**src/rtl/chg_pkg.sv**
```systemverilog
// Shared register addresses and types for the change detection unit.
// Assumes a 3-bit register address.
package chg_pkg;
    localparam logic [2:0] ADDR_RISE   = 3'd0;
    localparam logic [2:0] ADDR_FALL   = 3'd1;
    localparam logic [2:0] ADDR_FILT   = 3'd2;
    localparam logic [2:0] ADDR_IVAL   = 3'd3;
    localparam logic [2:0] ADDR_STATUS = 3'd4;
    localparam logic [2:0] ADDR_CTRL   = 3'd5;
    localparam logic [2:0] ADDR_MODE   = 3'd6;

    typedef enum logic {
        CAP_ASYNC = 1'b0,
        CAP_SYNC  = 1'b1
    } cap_mode_e;

    typedef struct packed {
        logic master;
        logic fall_ie;
        logic rise_ie;
    } irq_ctrl_t;
endpackage

```
**src/rtl/cdu_step_timer.sv**
```systemverilog
// Step timer: a free-running prescaler that pulses tick for one clock
// every STEP_CYCLES clocks, counted from reset release.
// Assumes STEP_CYCLES >= 2.
module cdu_step_timer #(
    parameter int STEP_CYCLES = 20
) (
    input  logic clk,
    input  logic rst_n,
    output logic tick
);
    localparam int CW = (STEP_CYCLES > 2) ? $clog2(STEP_CYCLES) : 1;
    localparam logic [CW-1:0] LAST = CW'(STEP_CYCLES - 1);

    logic [CW-1:0] cnt;

    // Purpose: wrap the prescaler at the end of each step.
    always_ff @(posedge clk) begin
        if (!rst_n)           cnt <= '0;
        else if (cnt == LAST) cnt <= '0;
        else                  cnt <= cnt + CW'(1);
    end

    assign tick = (cnt == LAST);

    // ticks are never back to back.
    p_tick_spacing_r9: assert property (@(posedge clk) disable iff (!rst_n)
        tick |=> !tick);
endmodule

```
**src/rtl/cdu_glitch_filter.sv**
```systemverilog
// Glitch filter for one bit. The output takes the raw level only after
// the raw level has differed from the output for ival step ticks.
// Assumes raw is already registered in the clock domain.
module cdu_glitch_filter #(
    parameter int IVAL_W = 20
) (
    input  logic              clk,
    input  logic              rst_n,
    input  logic              tick,
    input  logic [IVAL_W-1:0] ival,
    input  logic              raw,
    output logic              level
);
    logic [IVAL_W-1:0] cnt;

    // Purpose: count stable ticks and hand the new level over once enough have passed.
    always_ff @(posedge clk) begin
        if (!rst_n) begin
            level <= 1'b0;
            cnt   <= '0;
        end else if (raw == level) begin
            cnt <= '0;
        end else if (cnt >= ival) begin
            level <= raw;
            cnt   <= '0;
        end else if (tick) begin
            cnt <= cnt + IVAL_W'(1);
        end
    end

    // the output only ever moves to the level the raw input held.
    p_filter_follows_r6: assert property (@(posedge clk) disable iff (!rst_n)
        !$stable(level) |-> (level == $past(raw)));
endmodule

```
**src/rtl/cdu_edge_latch.sv**
```systemverilog
// Edge latch: compares the selected port levels with the previous sample
// whenever sample_en is high, and sets the sticky rising and falling flags.
// Clears come from software; a set in the same cycle wins.
module cdu_edge_latch #(
    parameter int WIDTH = 8
) (
    input  logic             clk,
    input  logic             rst_n,
    input  logic             sample_en,
    input  logic [WIDTH-1:0] lvl,
    input  logic [WIDTH-1:0] rise_mask,
    input  logic [WIDTH-1:0] fall_mask,
    input  logic             clr_rise,
    input  logic             clr_fall,
    output logic             rise_flag,
    output logic             fall_flag
);
    logic [WIDTH-1:0] det_q;
    logic             rise_hit;
    logic             fall_hit;

    assign rise_hit = sample_en && |(lvl & ~det_q & rise_mask);
    assign fall_hit = sample_en && |(~lvl & det_q & fall_mask);

    // Purpose: keep the last sampled level for comparison.
    always_ff @(posedge clk) begin
        if (!rst_n)         det_q <= '0;
        else if (sample_en) det_q <= lvl;
    end

    // Purpose: sticky flags, where a set has priority over a clear.
    always_ff @(posedge clk) begin
        if (!rst_n) begin
            rise_flag <= 1'b0;
            fall_flag <= 1'b0;
        end else begin
            rise_flag <= rise_hit | (rise_flag & ~clr_rise);
            fall_flag <= fall_hit | (fall_flag & ~clr_fall);
        end
    end

    // a flag stays set without a clear.
    p_sticky_rise_r4: assert property (@(posedge clk) disable iff (!rst_n)
        (rise_flag && !clr_rise) |=> rise_flag);
    p_sticky_fall_r4: assert property (@(posedge clk) disable iff (!rst_n)
        (fall_flag && !clr_fall) |=> fall_flag);
    // with no sample, the comparison state holds.
    p_hold_no_sample_r9: assert property (@(posedge clk) disable iff (!rst_n)
        !sample_en |=> $stable(det_q));
endmodule

```
**src/rtl/chg_detect_unit.sv**
```systemverilog
// Filtered change detection unit (top). It holds the configuration
// registers, samples the port, applies the per-bit filters and the
// capture mode, and drives the interrupt request.
// Assumes pin_in is synchronous to clk, or tolerates one register of
// sampling.
module chg_detect_unit
    import chg_pkg::*;
#(
    parameter int WIDTH       = 8,
    parameter int IVAL_W      = 20,
    parameter int STEP_CYCLES = 20,
    parameter int DATA_W      = 32,
    parameter int ADDR_W      = 3
) (
    input  logic              clk,
    input  logic              rst_n,
    input  logic [WIDTH-1:0]  pin_in,
    input  logic              reg_we,
    input  logic [ADDR_W-1:0] reg_addr,
    input  logic [DATA_W-1:0] reg_wdata,
    output logic [DATA_W-1:0] reg_rdata,
    output logic              irq
);
    logic [WIDTH-1:0]  rise_mask;
    logic [WIDTH-1:0]  fall_mask;
    logic [WIDTH-1:0]  filt_en;
    logic [IVAL_W-1:0] ival;
    irq_ctrl_t         ctrl;
    cap_mode_e         cap_mode;
    logic [WIDTH-1:0]  in_q;
    logic [WIDTH-1:0]  filt_lvl;
    logic [WIDTH-1:0]  lvl;
    logic              tick;
    logic              sample_en;
    logic              clr_rise;
    logic              clr_fall;
    logic              rise_flag;
    logic              fall_flag;
    logic              unused_wdata_hi;

    assign unused_wdata_hi = ^reg_wdata[DATA_W-1:IVAL_W];

    // Purpose: configuration register writes.
    always_ff @(posedge clk) begin
        if (!rst_n) begin
            rise_mask <= '0;
            fall_mask <= '0;
            filt_en   <= '0;
            ival      <= '0;
            ctrl      <= '0;
            cap_mode  <= CAP_ASYNC;
        end else if (reg_we) begin
            case (reg_addr)
                ADDR_RISE: rise_mask <= reg_wdata[WIDTH-1:0];
                ADDR_FALL: fall_mask <= reg_wdata[WIDTH-1:0];
                ADDR_FILT: filt_en   <= reg_wdata[WIDTH-1:0];
                ADDR_IVAL: ival      <= reg_wdata[IVAL_W-1:0];
                ADDR_CTRL: ctrl      <= irq_ctrl_t'(reg_wdata[2:0]);
                ADDR_MODE: cap_mode  <= cap_mode_e'(reg_wdata[0]);
                default:   ;
            endcase
        end
    end

    assign clr_rise = reg_we && (reg_addr == ADDR_STATUS) && reg_wdata[0];
    assign clr_fall = reg_we && (reg_addr == ADDR_STATUS) && reg_wdata[1];

    // Purpose: register the port once every clock.
    always_ff @(posedge clk) begin
        if (!rst_n) in_q <= '0;
        else        in_q <= pin_in;
    end

    cdu_step_timer #(.STEP_CYCLES(STEP_CYCLES)) u_step (
        .clk   (clk),
        .rst_n (rst_n),
        .tick  (tick)
    );

    for (genvar i = 0; i < WIDTH; i++) begin : g_filt
        cdu_glitch_filter #(.IVAL_W(IVAL_W)) u_filt (
            .clk   (clk),
            .rst_n (rst_n),
            .tick  (tick),
            .ival  (ival),
            .raw   (in_q[i]),
            .level (filt_lvl[i])
        );
        assign lvl[i] = filt_en[i] ? filt_lvl[i] : in_q[i];
    end

    assign sample_en = (cap_mode == CAP_ASYNC) || tick;

    cdu_edge_latch #(.WIDTH(WIDTH)) u_latch (
        .clk       (clk),
        .rst_n     (rst_n),
        .sample_en (sample_en),
        .lvl       (lvl),
        .rise_mask (rise_mask),
        .fall_mask (fall_mask),
        .clr_rise  (clr_rise),
        .clr_fall  (clr_fall),
        .rise_flag (rise_flag),
        .fall_flag (fall_flag)
    );

    assign irq = ctrl.master & ((ctrl.rise_ie & rise_flag) | (ctrl.fall_ie & fall_flag));

    // Purpose: read-back multiplexer.
    always_comb begin
        reg_rdata = '0;
        case (reg_addr)
            ADDR_RISE:   reg_rdata = {{(DATA_W-WIDTH){1'b0}}, rise_mask};
            ADDR_FALL:   reg_rdata = {{(DATA_W-WIDTH){1'b0}}, fall_mask};
            ADDR_FILT:   reg_rdata = {{(DATA_W-WIDTH){1'b0}}, filt_en};
            ADDR_IVAL:   reg_rdata = {{(DATA_W-IVAL_W){1'b0}}, ival};
            ADDR_STATUS: reg_rdata = {{(DATA_W-2){1'b0}}, fall_flag, rise_flag};
            ADDR_CTRL:   reg_rdata = {{(DATA_W-3){1'b0}}, ctrl};
            ADDR_MODE:   reg_rdata = {{(DATA_W-1){1'b0}}, cap_mode};
            default:     reg_rdata = '0;
        endcase
    end

    // an interrupt needs a set flag and the master enable.
    p_irq_source_r5: assert property (@(posedge clk) disable iff (!rst_n)
        irq |-> (ctrl.master && (rise_flag || fall_flag)));
    // a rising flag never appears with all rise masks clear.
    p_rise_needs_mask_r2: assert property (@(posedge clk) disable iff (!rst_n)
        ($rose(rise_flag) && $past(rst_n)) |-> ($past(rise_mask) != '0));
endmodule

```
**config.mk**
```make
export PLATFORM = sky130hd
export DESIGN_NAME = chg_detect_unit
export DESIGN_NICKNAME = d
export VERILOG_FILES = /design/src/rtl/chg_pkg.sv /design/src/rtl/cdu_step_timer.sv /design/src/rtl/cdu_glitch_filter.sv /design/src/rtl/cdu_edge_latch.sv /design/src/rtl/chg_detect_unit.sv
export SDC_FILE = /design/constraint.sdc
export NUM_CORES = 1
export LEC_CHECK = 0
export BUFFER_PORTS_ARGS = -buffer_cell sky130_fd_sc_hd__buf_2
export CAP_MARGIN = 40
export CORE_ASPECT_RATIO = 1.1
export CORE_UTILIZATION = 40
export CTS_BUF_LIST = sky130_fd_sc_hd__clkbuf_2 sky130_fd_sc_hd__clkbuf_4 sky130_fd_sc_hd__clkbuf_8
export DETAILED_ROUTE_END_ITERATION = 8
export SLEW_MARGIN = 20
export SYNTH_ARGS = -nofsm -noshare
export SYNTH_HDL_FRONTEND = slang
export SYNTH_SLANG_ARGS = --single-unit
```
**constraint.sdc**
```tcl
create_clock -name clk -period 6.9 [get_ports clk]
set_input_delay 1.035 -clock clk [delete_from_list [all_inputs] [get_ports clk]]
set_output_delay 1.035 -clock clk [all_outputs]
set_load 0.05 [all_outputs]
```
==> flow_metrics.env <==
export IMPL_status="finished clean"
export IMPL_synth_edf_count=0
export IMPL_antenna_found_initial=1
export IMPL_maxCapViolCount=0
export IMPL_synth_cells=1619
export IMPL_final_cell_mix="dfxtp_1 (239), nand2_1 (208), nor2_1 (188)"
export IMPL_async_flop_share_pct=0
export IMPL_r2r_end="g_filt[5].u_filt.cnt[13]$_SDFFE_PP0P_"
export IMPL_detailedPlacementHpwl_mm=24.7
export IMPL_cts_sinks=239
export IMPL_synth_top_area_cell="dfxtp_1"
export IMPL_synthToLayoutAreaGrowth_pct=11.5
export IMPL_die_w_um=180
export IMPL_clockBufferDepth=3
export IMPL_clock_skew_ns=0.0122
export IMPL_start_util_pct=40.8
export IMPL_place_area_um2=14700
export IMPL_crit_type="in2out"
export IMPL_cp_start_kind="input port"
export IMPL_core_area_um2=34300
export IMPL_grt_usage_pct=20.6
export IMPL_htree_levels=2
export IMPL_avgSynthCellArea_um2=8.64
export IMPL_end_kind="primary output"
export IMPL_cp_num_buf_inv=2
export IMPL_grt_overflow=0
export IMPL_synth_seq_area_share_pct=34.2
export IMPL_hold_path_class="reg2reg"
export IMPL_cp_arrival_ns=2.45
export IMPL_peakVddDrop_uv=134
export IMPL_cts_root_buf="clkbuf_8"
export IMPL_dr_pass1_iters=6
export IMPL_wirelength_mm=36.1
export IMPL_routedWlPerCell_um=16.7
export IMPL_fin_crit_sh_pct=50.5
export IMPL_relSlewSlack_pct=44.9
export IMPL_gp_congestion=0.831
export IMPL_fin_crit_ns=3.49
export IMPL_grt_max_degree=58
export IMPL_rsz0062_at_grt="no"
export IMPL_hold_buffers=0
export IMPL_ys_warn_count=0
export IMPL_vias=11300
export IMPL_slowest_delay_ns=0.35
export IMPL_crit_slowest_cell="buf_2"
export IMPL_hold_violations=0
export IMPL_synth_area_top_cells="dfxtp_1 (34%), ha_1 (15%), xor2_1 (6.1%), nand2_1 (5.6%), nor2_1 (5.0%)"
export IMPL_clock_latency_ns=0.56
export IMPL_setup_tns_ns=0
export IMPL_setup_viol=0
export IMPL_rows=71
export IMPL_dieArea_um2=35700
export IMPL_worstHoldStart="u_step.cnt[0]$_SDFF_PP0_"
export IMPL_crit_required_ns=5.86
export IMPL_holdPathEnd="u_step.cnt[0]$_SDFF_PP0_"
export IMPL_yosys_cell_types_count=67
export IMPL_drc=0
export IMPL_drt_iter0_drc=541
export IMPL_cts_setup_buffers=0
export IMPL_leakage_nw=6.13
export IMPL_ys_flop_type="dfxtp_1"
export IMPL_cts_buffers=41
export IMPL_portBuffers=54
export IMPL_drive_gt1_share_pct=11.6
export IMPL_ios=79
export IMPL_whs_path_depth=1
export IMPL_vias_per_cell=5.25
export IMPL_powerDensity_nw_per_um2=189
export IMPL_synth_top_area_share_pct=34.2
export IMPL_nFillCells=3407
export IMPL_cts_tree="yes"
export IMPL_place_ws_ns=3.44
export IMPL_final_cell_area_um2=15600
export IMPL_reg2reg_slack_ns=3.86
export IMPL_setup_ws_ns=3.41
export IMPL_cp_top_family="buffers and inverters"
export IMPL_path_cells="buf_2, mux2i_1, nor2_1, a21oi_1, nor2_1, a221o_1, buf_2"
export IMPL_first_global_vias=11100
export IMPL_cp_max_fo=15
export IMPL_r2r_cells=10
export IMPL_r2r_start="ival[9]$_SDFFE_PN0P_"
export IMPL_cts_resized=0
export IMPL_postRouteAntennaNets=0
export IMPL_final_common_cell="dfxtp_1"
export IMPL_grt_pass1_wl_mm=58.0
export IMPL_fmax_ghz=0.287
export IMPL_clkTransAtPathRegs_ns=0.05
export IMPL_slew_violations=0
export IMPL_die_h_um=198
export IMPL_final_cells=2157
export IMPL_fin_nets=1902
export IMPL_tightest_slew_ns=0.826
export IMPL_synth_seq_cells=239
export IMPL_netlist_area_um2=14000
export IMPL_dpl_cell_count=2082
-- power by group --
part	leakage (nW)	internal [W]	switching (W)	total [W]
logic	3.75	0.0000716	0.000138	0.000210
registers	1.93	0.00140	0.0000140	0.00141
clock network	0.446	0.000733	0.000593	0.00133
total	6.13	0.00220	0.000745	0.00295
-- layer usage --
metal | GRT usage, % | part of all wire, % | vias up
met1 | 26.6 | 47 | 5270
met4 | 9.28 | 3.8 | 0
met5 | 0 | 0 | -
li1 | - | - | 5749
met3 | 3.22 | 4.6 | 66
met2 | 33.9 | 45 | 235
-- cell families (layout without fill, tap and decap cells) --
logic type                 after synthesis  in the layout  synth area share (%)
AOI/OAI and AO/OA                      189            189                  8.83
xor gates and xnor gates               162            162                  10.1
adders and majority gates              169            169                  15.1
DFF                                    239            239                  34.2
buffers and inverters                  102            190                  3.36
other                                    1             13                0.0268
muxes                                   36             36                  3.12
and+or+nand+nor                        721            721                  25.2
-- through the flow --
| step | power, W | hold slack (ns) | utilization [%] |
|---|---|---|---|
| after floorplan | 0.00159 | 0.418 | - |
| after global placement | 0.00164 | 0.434 | 42.6 |
| after detailed placement | 0.00165 | 0.447 | 43.0 |
| after CTS | 0.00299 | 0.454 | 45.5 |
| after global routing | 0.00308 | 0.483 | 45.5 |
| final | 0.00295 | 0.447 | 45.5 |
-- cells in the mapped netlist, drive strengths merged, types with 2 or more instances --
library cell / instances
dfxtp: 239
xnor2: 65
and4: 13
ha: 169
or2: 4
or3: 5
a21o: 15
o21ai: 29
nand2b: 8
o211ai: 2
nand4: 70
nand3: 73
buf: 28
o211a: 9
xor2: 97
mux4: 6
a221oi: 5
a2111oi: 2
inv: 43
nor2b: 29
o31ai: 2
a211oi: 6
mux2i: 29
a22oi: 4
nor4: 7
nand2: 208
and2: 24
a21oi: 67
nor3b: 8
clkbuf: 31
a21boi: 37
nor3: 22
nor2: 214
and3: 30
-- how the worst max path moves through the flow --
stage | startpoint | end | slack [ns] | cells past startpoint
CTS | reg_addr[0] | reg_rdata[0] | 3.42 | 7
detailed placement | reg_addr[0] | reg_rdata[0] | 3.44 | 7
floorplan | reg_addr[1] | reg_rdata[2] | 3.03 | 4
global placement | reg_addr[0] | reg_rdata[0] | 3.45 | 7
finish | reg_addr[0] | reg_rdata[0] | 3.41 | 7
global route | reg_addr[1] | reg_rdata[0] | 3.32 | 5
-- area by class of cell --
class | count | area, um^2 | share of cell area (%)
flip-flops and latches | 239 | 4780 | 30.7
well taps | 438 | 548 | 3.51
inverters | 43 | 161 | 1.03
clock buffers | 65 | 795 | 5.09
repair buffers | 73 | 470 | 3.02
multi-input cells | 1289 | 8780 | 56.3
diodes | 1 | 2.50 | 0.0160
clock inverters | 9 | 55.1 | 0.353
-- registers in the layout (all words and copies together), names as in the netlist, 5 cells and up --
signal and flops:
in_q 8, u_latch.det_q 8, rise_mask 8, u_step.cnt 5
fall_mask 8, ival 20, filt_en 8, g_filt.u_filt.level 8
g_filt.u_filt.cnt 160
No activity file was read; power rests on OpenSTA's default activity.
